--- src/rtl/ldpc_k0_pkg.sv ---
package ldpc_k0_pkg;
  localparam int unsigned NUM_W  = 6;  // widest numerator is 56
  localparam int unsigned MULT_W = 7;  // widest N factor is 66

  typedef enum logic {K0_IDLE, K0_DIV} k0_state_e;

  function automatic logic [NUM_W-1:0] rv_numerator(input logic bg_sel, input logic [1:0] rv);
    logic [NUM_W-1:0] r;
    unique case ({bg_sel, rv})
      3'b0_01: r = NUM_W'(17);
      3'b0_10: r = NUM_W'(33);
      3'b0_11: r = NUM_W'(56);
      3'b1_01: r = NUM_W'(13);
      3'b1_10: r = NUM_W'(25);
      3'b1_11: r = NUM_W'(43);
      default: r = '0;
    endcase
    return r;
  endfunction

  function automatic logic [MULT_W-1:0] n_factor(input logic bg_sel);
    return bg_sel ? MULT_W'(50) : MULT_W'(66);
  endfunction
endpackage

--- src/rtl/k0_param_rom.sv ---
module k0_param_rom
  import ldpc_k0_pkg::*;
#(
  parameter int unsigned ZC_W = 9,
  localparam int unsigned N_W = MULT_W + ZC_W
) (
  input  logic             bg_sel_i,
  input  logic [1:0]       rv_i,
  input  logic [ZC_W-1:0]  zc_i,
  output logic [NUM_W-1:0] num_o,
  output logic [N_W-1:0]   n_len_o
);
  always_comb begin
    num_o   = rv_numerator(bg_sel_i, rv_i);
    n_len_o = N_W'(n_factor(bg_sel_i)) * N_W'(zc_i);
  end
endmodule

--- src/rtl/k0_restoring_div.sv ---
module k0_restoring_div #(
  parameter int unsigned DVD_W = 22,
  parameter int unsigned DVS_W = 16,
  localparam int unsigned CNT_W = $clog2(DVD_W + 1)
) (
  input  logic             clk_i,
  input  logic             rst_ni,
  input  logic             start_i,
  input  logic [DVD_W-1:0] dividend_i,
  input  logic [DVS_W-1:0] divisor_i,
  output logic             done_o,
  output logic [DVD_W-1:0] quot_o
);
  logic [DVS_W:0]   rem_q;
  logic [DVD_W-1:0] acc_q;   // dividend shifts out, quotient shifts in
  logic [DVS_W-1:0] dvs_q;
  logic [CNT_W-1:0] cnt_q;
  logic             done_q;
  logic [DVS_W:0]   trial;
  logic             ge;

  always_comb begin
    trial = {rem_q[DVS_W-1:0], acc_q[DVD_W-1]};
    ge    = trial >= {1'b0, dvs_q};
  end

  always_ff @(posedge clk_i or negedge rst_ni) begin
    if (!rst_ni) begin
      rem_q  <= '0;
      acc_q  <= '0;
      dvs_q  <= '0;
      cnt_q  <= '0;
      done_q <= 1'b0;
    end else if (start_i) begin
      rem_q  <= '0;
      acc_q  <= dividend_i;
      dvs_q  <= divisor_i;
      cnt_q  <= CNT_W'(DVD_W);
      done_q <= 1'b0;
    end else if (cnt_q != '0) begin
      rem_q  <= ge ? (trial - {1'b0, dvs_q}) : trial;
      acc_q  <= {acc_q[DVD_W-2:0], ge};
      cnt_q  <= cnt_q - 1'b1;
      done_q <= (cnt_q == CNT_W'(1));
    end else begin
      done_q <= 1'b0;
    end
  end

  assign done_o = done_q;
  assign quot_o = acc_q;
endmodule

--- src/rtl/ldpc_k0_calc.sv ---
module ldpc_k0_calc
  import ldpc_k0_pkg::*;
#(
  parameter int unsigned NCB_W = 16,
  parameter int unsigned ZC_W  = 9,
  parameter int unsigned K0_W  = 16
) (
  input  logic             clk_i,
  input  logic             rst_ni,
  input  logic             req_valid_i,
  output logic             req_ready_o,
  input  logic [NCB_W-1:0] ncb_i,
  input  logic [ZC_W-1:0]  zc_i,
  input  logic             bg_sel_i,
  input  logic [1:0]       rv_i,
  output logic             done_o,
  output logic [K0_W-1:0]  k0_o
);
  localparam int unsigned N_W    = MULT_W + ZC_W;
  localparam int unsigned CMP_W  = (N_W > NCB_W) ? N_W : NCB_W;
  localparam int unsigned DVD_W  = NUM_W + NCB_W;
  localparam int unsigned FAST_W = NUM_W + ZC_W;
  localparam int unsigned PROD_W = DVD_W + ZC_W;

  k0_state_e         state_q;
  logic              done_q;
  logic [K0_W-1:0]   k0_q;
  logic [ZC_W-1:0]   zc_q;
  logic [NUM_W-1:0]  num;
  logic [N_W-1:0]    n_len;
  logic              accept, rv_zero, full_buf, zc_zero, need_div;
  logic [K0_W-1:0]   fast_k0;
  logic [DVD_W-1:0]  dividend, quot;
  logic [PROD_W-1:0] scaled;
  logic              div_done;

  k0_param_rom #(.ZC_W(ZC_W)) u_rom (
    .bg_sel_i (bg_sel_i),
    .rv_i     (rv_i),
    .zc_i     (zc_i),
    .num_o    (num),
    .n_len_o  (n_len)
  );

  always_comb begin
    accept   = req_valid_i && (state_q == K0_IDLE);
    rv_zero  = (rv_i == 2'd0);
    full_buf = (CMP_W'(ncb_i) == CMP_W'(n_len));
    zc_zero  = (zc_i == '0);
    need_div = !rv_zero && !full_buf && !zc_zero;
    fast_k0  = (rv_zero || !full_buf) ? '0
             : K0_W'(FAST_W'(num) * FAST_W'(zc_i));
    dividend = DVD_W'(num) * DVD_W'(ncb_i);
    scaled   = PROD_W'(quot) * PROD_W'(zc_q);  // floor first, then scale
  end

  k0_restoring_div #(.DVD_W(DVD_W), .DVS_W(N_W)) u_div (
    .clk_i      (clk_i),
    .rst_ni     (rst_ni),
    .start_i    (accept && need_div),
    .dividend_i (dividend),
    .divisor_i  (n_len),
    .done_o     (div_done),
    .quot_o     (quot)
  );

  always_ff @(posedge clk_i or negedge rst_ni) begin
    if (!rst_ni) begin
      state_q <= K0_IDLE;
      done_q  <= 1'b0;
      k0_q    <= '0;
      zc_q    <= '0;
    end else begin
      done_q <= 1'b0;
      unique case (state_q)
        K0_IDLE: if (accept) begin
          if (need_div) begin
            state_q <= K0_DIV;
            zc_q    <= zc_i;
          end else begin
            k0_q   <= fast_k0;
            done_q <= 1'b1;
          end
        end
        K0_DIV: if (div_done) begin
          k0_q    <= K0_W'(scaled);
          done_q  <= 1'b1;
          state_q <= K0_IDLE;
        end
        default: state_q <= K0_IDLE;
      endcase
    end
  end

  assign req_ready_o = (state_q == K0_IDLE);
  assign done_o      = done_q;
  assign k0_o        = k0_q;
endmodule

--- config.mk ---
export PLATFORM = sky130hd
export DESIGN_NAME = ldpc_k0_calc
export DESIGN_NICKNAME = d
export VERILOG_FILES = /design/src/rtl/ldpc_k0_pkg.sv /design/src/rtl/k0_param_rom.sv /design/src/rtl/k0_restoring_div.sv /design/src/rtl/ldpc_k0_calc.sv
export SDC_FILE = /design/constraint.sdc
export NUM_CORES = 1
export LEC_CHECK = 0
export BUFFER_PORTS_ARGS = -buffer_cell sky130_fd_sc_hd__buf_2
export CAP_MARGIN = 15
export CELL_PAD_IN_SITES_DETAIL_PLACEMENT = 0
export CELL_PAD_IN_SITES_GLOBAL_PLACEMENT = 2
export CORE_MARGIN = 4
export CORE_UTILIZATION = 41
export DETAILED_ROUTE_END_ITERATION = 8
export PLACE_DENSITY = 0.94
export RECOVER_POWER = 100
export SYNTH_ARGS = -nofsm -noshare
export SYNTH_HDL_FRONTEND = slang
export SYNTH_SLANG_ARGS = --single-unit
export TNS_END_PERCENT = 100
--- constraint.sdc ---
create_clock -name clk_i -period 6.55 [get_ports clk_i]
set_input_delay 0.3275 -clock clk_i [delete_from_list [all_inputs] [get_ports clk_i]]
set_output_delay 0.3275 -clock clk_i [all_outputs]
set_load 0.01 [all_outputs]
==> impl_metrics.tcl <==
set metrics [dict create \
    outcome "complete, but fails checks" \
    violations "capacitance limit, slew limit" \
    numCtsBuffers 9 \
    slowest_stage "o311ai_0" \
    mostFrequentLayoutCell "inv_1" \
    synthCells 1576 \
    synth-adder-area-share_pct 36.0 \
    rr_endpoint "k0_o[13]" \
    synth_compound_area_share_pct 10.5 \
    place.port_buffers 48 \
    layout.cells.most_common_list "inv_1, nand2_1, and2_1" \
    cts.clk_slew.worst_paths_ns 0.07 \
    arrival_ns 5.76 \
    cts_setup_buffers 0 \
    antenna_found_initial 0 \
    maxCapViolCount 2 \
    diodes 0 \
    maxSlewHeadroom_pct -103 \
    critPathLaunch "bg_sel_i" \
    die_h_um 190 \
    cp-end-kind "flop" \
    route.detailed.drc 0 \
    avgSynthCellArea_sq_um 8.63 \
    drive_above_1_share_pct 5.77 \
    dieArea_sq_um 36200 \
    rr_worst_depth 17 \
    synth-edff-count 0 \
    ys_seq_elements 86 \
    fin_crit_sh_pct 84.3 \
    yosysSeqAreaShare_pct 15.8 \
    syn_nets 1903 \
    worst_slew_pin_slew_ns 3.04 \
    cp.required_ns 6.79 \
    synthSimpleGateAreaFrac_pct 20.1 \
    cts_tree "built" \
    critPathMostFrequentCell "ha_1" \
    yosys_warnings 0 \
    synth_top_family_by_area "adder cells" \
    gp_congestion 0.891 \
    dpl.hpwl_um 25700 \
    holdBufCountCts 1 \
    path_delay_family "adder cells" \
    floorplan.initialDensity_pct 41.7 \
    clock_latency_ns 0.35 \
    fin_tns_setup_ns 0 \
    cts.sinks 86 \
    grt-ovfl-total 0 \
    final.min_clock_period_ns 5.52 \
    rsz0062_at_grt "no" \
    hold_violations 0 \
    multiInputGateArea_sq_um 10300 \
    firstDrtPassIters 5 \
    gr-usage-all-layers_pct 18.6 \
    path_buf_inv 4 \
    grt_max_degree 102 \
    synth_xor_xnor_area_share_pct 5.36 \
    num_rows 66 \
    wl_per_cell_um 16.3 \
    slew_viol_final 89 \
    synth.distinct_cells 65 \
    muxShareOfSynthArea_pct 3.58 \
    syn_to_final_growth_pct 6.27 \
    finalWirelength_um 33000 \
    grt_pass1_wl_um 54800 \
    max_freq_ghz 0.181 \
    fillCellCount 3234 \
    vias_per_cell 5.22 \
    grt_pass1_vias 10800 \
    min_from "ncb_i[0]" \
    core_area_sq_um 32600 \
    async_flop_share_pct 100 \
    synthFlopType "dfrtp_1" \
    dr.first_iter.drc_count 598 \
    clock_path_buffers 2 \
    max_stage_delay_ns 0.65 \
    crit_chain "buf_2, mux2_2, ha_1, inv_1, fa_1, inv_1, ha_1, ha_1, ha_1, fa_1, xor2_1, xnor2_1, o2111ai_1, nor4_1, nand4_1, o311ai_0, buf_12, mux2_2" \
    ios 49 \
    hold_class "in -> reg" \
    setup_viol_count_final 0 \
    seq_area_sq_um 2150 \
    cts-htree-levels 3 \
    vias 10600 \
    die_x_um 190 \
    ff2ff_setup_slack_ns 1.25 \
    worst-path-stages 18 \
    synth.cell_area_sq_um 13600 \
    crit_path_max_fanout 101 \
    cts_resized 0 \
    critPathCapture "u_div.dvs_q[7]" \
    reg2reg_from "u_div.quot_o[3]" \
    skew_ns 0.00707 \
    clockRootBuffer "clkbuf_16" \
    worst_setup_path_start_kind "primary input" \
    fin_nets 1901 \
    ant_nets 0 \
    path_class "in -> reg" \
]
metal layers:
layer | global-route usage (%) | part of all wire [%]
met4 | 4.72 | 2.2
met2 | 32.1 | 48
met3 | 2.00 | 2.9
met1 | 25.2 | 46
met5 | 0 | 0
registers in the layout, indices dropped and copies added, names as in the netlist:
signal	count
k0_o	16
done_o	1
zc_q	9
u_div.cnt_q	5
u_div.done_o	1
u_div.quot_o	22
u_div.rem_q	16
u_div.dvs_q	15
state_q	1
logic make-up after synthesis:
family	count (synthesis)
muxes	45
DFF	86
buffers and inverters	305
and+or+nand+nor	540
xor gates and xnor gates	80
adders and majority gates	296
AOI/OAI and AO/OA	224
synthesized netlist by cell type (49+ instances only):
cell type	number	area, sq um
inv_1	229	860
fa_1	159	3180
a21oi_1	60	300
o21ai_0	60	300
nand2_1	188	706
xnor2_1	49	429
and2_1	174	1090
clkbuf_1	56	210
ha_1	137	1710
dfrtp_1	86	2150
nor2_1	58	218
how the worst min path moves through the flow:
| stage | to | depth (start not counted) |
|---|---|---|
| 6_report | u_div.quot_o[0] | 3 |
| 5_1_grt | u_div.quot_o[0] | 3 |
| 4_1_cts | u_div.quot_o[0] | 3 |
| 3_5_place_dp | u_div.cnt_q[4] | 1 |
| 3_3_place_gp | u_div.cnt_q[4] | 1 |
| 2_1_floorplan | done_o | 0 |
cell type report:
type	count	share of cell area (%)
inverters	229	5.95
clock buffers	10	1.58
repair buffers	63	2.33
flip-flops and latches	86	14.9
multi-input cells	1185	71.0
clock inverters	5	0.407
well taps	442	3.83
stage by stage:
stage               instance area (sq um)  cells  hold slack (ns)  setup slack [ns]  utilization (%)
global route                        14500   2020            0.336             0.804             44.3
detailed placement                  14200   2004            0.312             0.918             43.6
finish                              14500   2020            0.318              1.03             44.3
floorplan                           13600   1576           0.0319              1.40                -
CTS                                 14500   2020            0.309              1.23             44.5
global placement                    14200   2004            0.306              1.02             43.6
tightest hold or removal path, cell delays in order:
cell and delay, ns:
buf_2 0.16, nand2_1 0.07, o21ai_0 0.07
Power is left out: the tool's default activity adds up to more than one toggle a clock period on the data nets, which glitch-free logic cannot reach.
